### config.mk
export PLATFORM = sky130hd
export DESIGN_NAME = mant_rounder
export DESIGN_NICKNAME = d
export VERILOG_FILES = /design/src/rtl/mant_rounder.sv
export SDC_FILE = /design/constraint.sdc
export NUM_CORES = 1
export LEC_CHECK = 0
export BUFFER_PORTS_ARGS = -buffer_cell sky130_fd_sc_hd__buf_2
export CORE_MARGIN = 2
export CORE_UTILIZATION = 48
export CTS_CLUSTER_DIAMETER = 30
export CTS_CLUSTER_SIZE = 30
export DETAILED_ROUTE_END_ITERATION = 6
export PLACE_DENSITY = 0.82
export SYNTH_ARGS = -nofsm -noshare
export SYNTH_HDL_FRONTEND = slang
export SYNTH_SLANG_ARGS = --single-unit
### constraint.sdc
create_clock -name clk -period 5.9 [get_ports clk]
set_input_delay 1.77 -clock clk [delete_from_list [all_inputs] [get_ports clk]]
set_output_delay 1.77 -clock clk [all_outputs]
set_load 0.05 [all_outputs]
### src/rtl/mant_rounder.sv
module mant_rounder #(
  parameter int MW = 24,
  parameter bit REGISTERED = 1'b1
) (
  input  logic          clk,
  input  logic          rst_n,
  input  logic [MW-1:0] mant_in,
  input  logic          guard_in,
  input  logic          round_in,
  input  logic          sticky_in,
  input  logic          sign_in,
  input  logic [1:0]    mode_in,
  output logic [MW-1:0] mant_out,
  output logic          carry_out,
  output logic          rounded_up,
  output logic          inexact
);
  localparam logic [1:0] MODE_NEAR = 2'd0;
  localparam logic [1:0] MODE_ZERO = 2'd1;
  localparam logic [1:0] MODE_PINF = 2'd2;
  localparam logic [1:0] MODE_NINF = 2'd3;

  logic          lost;
  logic          bump;
  logic [MW:0]   sum;

  assign lost = guard_in | round_in | sticky_in;

  always_comb begin
    bump = 1'b0;
    if (lost) begin
      unique case (mode_in)
        MODE_NEAR: bump = guard_in & (round_in | sticky_in | mant_in[0]);
        MODE_ZERO: bump = 1'b0;
        MODE_PINF: bump = ~sign_in;
        MODE_NINF: bump = sign_in;
        default:   bump = 1'b0;
      endcase
    end
  end

  assign sum = {1'b0, mant_in} + {{MW{1'b0}}, bump};

  generate
    if (REGISTERED) begin : g_reg
      always_ff @(posedge clk) begin
        if (!rst_n) begin
          mant_out   <= '0;
          carry_out  <= 1'b0;
          rounded_up <= 1'b0;
          inexact    <= 1'b0;
        end else begin
          mant_out   <= sum[MW-1:0];
          carry_out  <= sum[MW];
          rounded_up <= bump;
          inexact    <= lost;
        end
      end
    end else begin : g_comb
      assign mant_out   = sum[MW-1:0];
      assign carry_out  = sum[MW];
      assign rounded_up = bump;
      assign inexact    = lost;
    end
  endgenerate
endmodule

; ---- After elaboration in Yosys (flattened, before gate mapping)
; Index checks and enable logic that the tools add are counted.
[word_totals]
register_bits = 27
latch_bits = 0
mem_bits_rw = 0
mem_bits_ro = 0
in_bits = 32
output_inout_bits = 27
word_cells = 17
mem_count = 0
[classes]
n_addsub = 1
n_mul = 0
div_mod_pow = 0
order_cmp = 0
n_eq_ne = 3
shifts = 0
muxes = 2
n_bitwise = 6
n_reduce_logical = 1
[op_table]
columns = op, count
row1 = 24-bit by 1-bit adder with 25-bit output, 1
row2 = "2-bit == test, second input constant", 2
row3 = 1-bit bitwise OR, 4
row4 = 1-bit one-hot mux with 4 select lines, 1
row5 = "2-bit by 1-bit == test with 1-bit output, second input constant", 1
row6 = 2-bit logical NOT, 1
row7 = 1-bit bitwise AND, 1
row8 = 1-bit 2-to-1 mux, 1
row9 = 1-bit NOT, 1

; ---- Longest topological paths before layout
; Gate-level depths: netlist (run 1).
[depth]
word_depth = 6
ltp_mapped = 9
ltp_nobuf = 9

; ---- Least setup slack after synthesis (run 1)
; OpenSTA, ideal clock, no wires.
[synth_path]
kind = in2reg
from = in round_in
to = reg mant_out[22]
setup_time_ns = 0.070
arrival_ns = 3.482
required_ns = 5.830
slack_ns = 2.347
cell_stages = 9
n_path_buf = 0
path_cell_list = or2_2 -> a21oi_1 -> nor3_1 -> ha_1 -> ha_1 -> and4_4 -> nand4_4 -> or4_1 -> a21oi_1
[synth_between]
elab_chain_len = 6
elab_cells_between_ends = 8
cone_classes = add/sub (1) / mux (2) / bitwise (5)
[synth_lines]
columns = item, line_no
row1 = start: declaration, 9  ; input logic round_in,
row2 = 1-bit bitwise OR (2 in series), 33  ; MODE_NEAR: bump = guard_in & (round_in | sticky_in | mant_in[0]);
row3 = 1-bit bitwise AND, 33
row4 = 1-bit one-hot mux with 4 select lines, 32  ; unique case (mode_in)
row5 = 1-bit 2-to-1 mux (*), 31  ; if (lost) begin
row6 = net bump, 24  ; logic bump;
row7 = 24-bit by 1-bit adder with 25-bit output (*), 42  ; assign sum = {1'b0, mant_in} + {{MW{1'b0}}, bump};
row8 = end signal: assignment, 53  ; mant_out <= sum[MW-1:0];
row9 = end: declaration, 13  ; output logic [MW-1:0] mant_out,
; Mark *: on every way through the listed nets, which the timed path passes. The rest lies on a longest branch.
; A chain may end at the register's enable or synchronous reset.

; ---- Final worst setup path (run 1)
[layout_path]
from = in sticky_in
to = reg mant_out[23]
[layout_between]
elab_chain_len = 6
elab_cells_between_ends = 7
cone_classes = add/sub (1) / mux (2) / bitwise (4)
[layout_lines]
columns = item, line_no
row1 = start: declaration, 10  ; input logic sticky_in,
row2 = 1-bit bitwise OR (2 in series), 33
row3 = 1-bit bitwise AND, 33
row4 = 1-bit one-hot mux with 4 select lines, 32
row5 = 1-bit 2-to-1 mux (*), 31
row6 = net bump, 24
row7 = 24-bit by 1-bit adder with 25-bit output (*), 42
; Marked as above.

==> results of run 1 <==
==> cells in the mapped netlist (all sizes together), types with 3 or more instances <==
cell type	number	share of area [%]
xor2	9	6.7
clkbuf	3	1.1
or3	8	4.2
xnor2	3	2.2
nand2	9	2.9
nor3	3	1.3
nor2	11	3.5
a21oi	12	5.1
nand3	8	3.4
nand4	8	5.5
dfxtp	27	46
o21ai	9	3.8
and4	6	4.7
and2	3	1.6
==> cell families (layout without fill, tap and decap cells) <==
family | after synthesis | count (layout) | share of synthesized area, %
flip-flops | 27 | 27 | 45.8
buffers and inverters | 5 | 64 | 1.69
AND/OR/NAND/NOR | 62 | 62 | 30.7
adder cells (fa/ha/maj) | 2 | 2 | 2.12
XOR/XNOR | 12 | 12 | 8.90
AO/OA/AOI/OAI | 24 | 24 | 10.8
==> final cells by class <==
type / instances / share of cell area (%)
clock buffers: 4 / 1.73
well taps: 28 / 2.30
repair buffers: 58 / 19.1
inverters: 2 / 0.494
multi-input cells: 100 / 40.8
flip-flops and latches: 27 / 35.6
==> worst max-delay path: stages <==
cell and delay [ps]:
buf_2 70, or2_2 110, a21oi_1 80, nor3_1 190, ha_1 210, and4_1 300
nand4_1 340, or4_1 560, a21oi_1 140
==> flip-flops by register name (all words and copies together), names as in the netlist <==
name / flops
carry_out: 1
inexact: 1
rounded_up: 1
mant_out: 24
==> stage by stage <==
stage / util, % / total power [µW] / hold slack (ps)
after floorplan: - / 256 / 1890
after global placement: 65.6 / 285 / 2000
after detailed placement: 65.6 / 287 / 2000
after CTS: 66.8 / 368 / 1650
after global routing: 66.8 / 379 / 1660
final: 66.8 / 364 / 1660
==> worst max-delay path by stage <==
stage	end	slack (ps)	cells after the start
finish	mant_out[23]$_SDFF_PN0_	2380	9
global route	mant_out[23]$_SDFF_PN0_	2160	9
CTS	mant_out[23]$_SDFF_PN0_	2390	9
detailed placement	mant_out[23]$_SDFF_PN0_	2040	9
global placement	mant_out[23]$_SDFF_PN0_	2110	9
floorplan	mant_out[22]$_SDFF_PN0_	2350	9
==> power groups by stage <==
stage / Clock (µW) / Sequential (µW) / Combinational (µW)
final: 81.3 / 195 / 88.0
after global routing: 88.0 / 196 / 94.2
after CTS: 83.8 / 195 / 88.4
after detailed placement: 0 / 199 / 88.2
after global placement: 0 / 199 / 86.6
after floorplan: 0 / 238 / 18.6
==> per-layer routing <==
layer  up-vias  global-route usage [%]
li1        596                       -
met1       536                    21.8
met2        47                    40.3
met3         6                    2.78
met4         0                    7.69
met5         -                       0
==> run summary, run 1 <==
sequential power share: 53.6%
setup TNS: 0 ps
Area Overhead vs Synth: 28.7%
# IOs: 59
post-DP HPWL: 2.12 mm
maximum buffer depth of the clock tree: 2
max-cap check violation count: 0
area of the core: 2280 µm²
number of global-route vias before repair: 1092
Clk pwr share: 22.3%
Cells after Synth: 132
hold_sp: guard_in
power per cell area: 240 nW/µm²
pin count of the biggest net entering global routing: 24
global-route wire length before repair: 4.37 mm
routed length on met2: 1.46 mm
design area: 1520 µm²
die height: 53.6 µm
WL/cell: 12.4 µm
fin. max-slew vios: 0
port bufs: 58
Critical path origin: sticky_in
hold-fix buffers at CTS: 0
layout cell share with drive strength beyond 1: 33.5%
post-route minimum period: 3520 ps
Post-synth EDFFs: 0
fin cells: 219
NetSw: 121 µW
CP arrival: 3780 ps
Pre-antenna DRT Iters: 4
Top Layer Used: met4
Met1 Wirelength: 1.06 mm
dpl ws: 2040 ps
total grt overflow: 0
Hold Path Depth: 2
Area after DPL: 1490 µm²
count of final setup violators: 0
row cnt: 17
DRT Wirelength: 2.72 mm
fin crit share: 59.6%
Die ar.: 2870 µm²
Max VDD drop: 0.148 mV
status: completed
Req. time, crit path: 6160 ps
Filler Cell Count: 187
DP Cell Count: 215
Net Count, Synth: 166
clock sinks: 27
CTS tree: built
PnR worst setup slack: 2380 ps
Initial Utilization: 51.9%
Setup Buffers After CTS: 0
Slew headroom: 55.0%
cell-internal power: 244 µW
maximum clock frequency: 0.284 GHz
initial antenna violation count: 0
Yosys cell types: 26
hold endpoint: inexact$_SDFF_PN0_
Mapped Avg Cell Area: 8.95 µm²
Clock transition at path regs: 140 ps
via/cell ratio: 5.41
DRC violation count after routing: 0
crit-path max FO: 12
Setup crit start kind: input port
wire length on met3: 158 µm
Multi-input gate area: 621 µm²
logic gate share of total power: 24.1%
GR Util All Layers: 20.5%
worst min path class: input port to register
most frequent cells in the layout: buf_2, dfxtp_1, a21oi_1
Critical Path End Type: register
vias: 1185
RSZ-0062 raised after global routing: false
P_leak: 0.000673 µW
chip width: 53.6 µm
ANT cells: 0
sequential area share after synthesis: 45.8%
asr flop ratio synth: 0%
#FFs+latches synth: 27
root buffer cell: clkbuf_4
clock buffer count from CTS: 3
most common cell after layout, fill and taps aside: buf_2
final antenna-violating net count: 0
Worst-Margin Slew: 674 ps
initial DRC count: 28
critical path class: input port to register
Nets: 226
Fin. Hold Viols: 0
number of gates resized after CTS: 0
H-tree depth: 1
sw frac: 33.1%
Final GP Congestion: 0.871
Sequential cell area: 541 µm²
Top FF cell, synth: dfxtp_1
Yosys warnings: 0
synthesized area: 1180 µm²
No activity file was read; power rests on OpenSTA's default activity.
==> run 2: changes to the inputs <==
Settings changed: CORE_ASPECT_RATIO from default to 0.5, CORE_UTILIZATION 48 to 40, PLACE_DENSITY 0.82 to 0.73.
Clock period 5.9 ns to 2.85 ns, I/O delays scaled along.
==> run 2 against run 1 <==
  * Routed wire length is 2.3% higher
  * Sequential power increased by 110%
  * Combinational power rose by 110%
  * Non-clock buffer count is 2 higher
  * Total power rose by 120%
  * Worst setup slack got worse by 2100 ps
  * Utilization fell by 8.8 points
  * Sequential cell count unchanged
  * Largest cell class unchanged
==> run summary, run 2 (synthesized netlist as in run 1, its figures left out) <==
CP top delay family: simple AND/OR/NAND/NOR gates (unchanged)
cell-internal power: 549 µW (was 244 µW)
Fin. Hold Viols: 0 (unchanged)
Slew headroom: 51.5% (was 55.0%)
WL/cell: 12.1 µm (was 12.4 µm)
maximum clock frequency: 0.392 GHz
DP Cell Count: 226 (was 215)
Initial Utilization: 43.7% (was 51.9%)
Nets: 228 (was 226)
Final GP Congestion: 0.767 (was 0.871)
NetSw: 249 µW (was 121 µW)
Sequential cell area: 541 µm² (unchanged)
Critical Path End Type: register (unchanged)
GR Util All Layers: 17.1% (was 20.5%)
most frequent cells in the layout: buf_2, dfxtp_1, a21oi_1 (unchanged)
Multi-input gate area: 621 µm² (unchanged)
logic gate share of total power: 22.9% (was 24.1%)
DRT Wirelength: 2.78 mm (was 2.72 mm)
critical path class: input port to register (unchanged)
CP Cell Sequence: buf_2 > or2_2 > a21oi_1 > nor3_1 > ha_1 > ha_1 > and4_4 > nand4_4 > or4_1 > a21oi_1 (was buf_2 > or2_2 > a21oi_1 > nor3_1 > ha_1 > and4_1 > nand4_1 > or4_1 > a21oi_1)
DRC violation count after routing: 0 (unchanged)
worst min path class: input port to register (unchanged)
layout cell share with drive strength beyond 1: 34.2% (was 33.5%)
clock sinks: 27 (unchanged)
number of gates resized after CTS: 0 (unchanged)
initial antenna violation count: 0 (unchanged)
CP max stage delay: 480 ps (was 560 ps)
power per cell area: 510 nW/µm² (was 240 nW/µm²)
# IOs: 59 (unchanged)
Filler Cell Count: 264 (was 187)
final antenna-violating net count: 0 (unchanged)
initial DRC count: 15 (was 28)
Largest Register: mant_out (unchanged)
total grt overflow: 0 (unchanged)
Buffers & Inverters on Critical Path: 1 (unchanged)
Area Overhead vs Synth: 32.5% (was 28.7%)
sequential power share: 50.5% (was 53.6%)
max FFs per register: 24 (unchanged)
number of global-route vias before repair: 1054 (was 1092)
port bufs: 58 (unchanged)
Pre-antenna DRT Iters: 4 (unchanged)
Setup crit start kind: input port (unchanged)
global-route wire length before repair: 4.58 mm (was 4.37 mm)
setup TNS: 0 ps (unchanged)
ANT cells: 0 (unchanged)
RSZ-0062 raised after global routing: false (unchanged)
slowest CP cell: or4_1 (unchanged)
area of the core: 2700 µm² (was 2280 µm²)
crit-path max FO: 5 (was 12)
Die ar.: 3430 µm² (was 2870 µm²)
sw frac: 31.1% (was 33.1%)
post-DP HPWL: 2.15 mm (was 2.12 mm)
fin. max-slew vios: 0 (unchanged)
CP arrival: 2750 ps (was 3780 ps)
H-tree depth: 1 (unchanged)
hold-fix buffers at CTS: 0 (unchanged)
design area: 1570 µm² (was 1520 µm²)
root buffer cell: clkbuf_8 (was clkbuf_4)
post-route minimum period: 2550 ps
CTS tree: built (unchanged)
maximum buffer depth of the clock tree: 2 (unchanged)
count of final setup violators: 0 (unchanged)
Area after DPL: 1520 µm² (was 1490 µm²)
via/cell ratio: 5.03 (was 5.41)
die height: 42.4 µm (was 53.6 µm)
most common cell after layout, fill and taps aside: buf_2 (unchanged)
Max VDD drop: 0.223 mV (was 0.148 mV)
Setup Buffers After CTS: 0 (unchanged)
P_leak: 0.000691 µW (was 0.000673 µW)
fin crit share: 89.5%
Clk pwr share: 26.7% (was 22.3%)
status: completed (unchanged)
pin count of the biggest net entering global routing: 24 (unchanged)
Req. time, crit path: 3040 ps (was 6160 ps)
max-cap check violation count: 0 (unchanged)
vias: 1156 (was 1185)
chip width: 80.9 µm (was 53.6 µm)
clock buffer count from CTS: 3 (unchanged)
Worst-Margin Slew: 726 ps (was 674 ps)
fin cells: 230 (was 219)
row cnt: 13 (was 17)
Clock transition at path regs: 90 ps (was 140 ps)
-- run 2: cell types whose count changed in the layout (fill, tap and decap cells not counted), sizes merged --
cell,delta
buf,+2
-- run 2: power by group through the flow --
stage | clock [µW] | sequential, µW | combinational (µW)
detailed placement | 0 | 412 | 182
finish | 213 | 403 | 182
CTS | 220 | 403 | 183
global placement | 0 | 412 | 180
floorplan | 0 | 492 | 38.5
global route | 238 | 405 | 195
-- run 2: final timing paths --
| path | start | end | cells past startpoint | slack (ps) |
|---|---|---|---|---|
| worst max-delay path | round_in | mant_out[22]$_SDFF_PN0_ | 10 | 300 |
| worst min-delay path | guard_in | inexact$_SDFF_PN0_ | 2 | 810 |
-- run 2: final cells by class --
class	instances	share of cell area, %
Timing Repair Buffer	60	19.5
Tap cell	37	2.96
Inverter	2	0.480
Clock buffer	4	2.88
Sequential cell	27	34.5
Multi-Input combinational cell	100	39.6
-- run 2: metal layers --
layer	track usage, %	up-vias	wire length (µm)
li1	-	604	-
met1	21.1	526	1270
met2	29.3	26	1360
met3	6.25	0	143
met4	2.71	0	0
met5	0	-	0
-- run 2: stage by stage --
stage	setup WS [ps]	power (µW)	util (%)	hold WS, ps
after floorplan	212	530	-	972
after global placement	77.6	592	56.3	1090
after detailed placement	12.7	594	56.3	1090
after CTS	298	806	58.0	810
after global routing	172	838	58.0	808
final	298	798	58.0	813
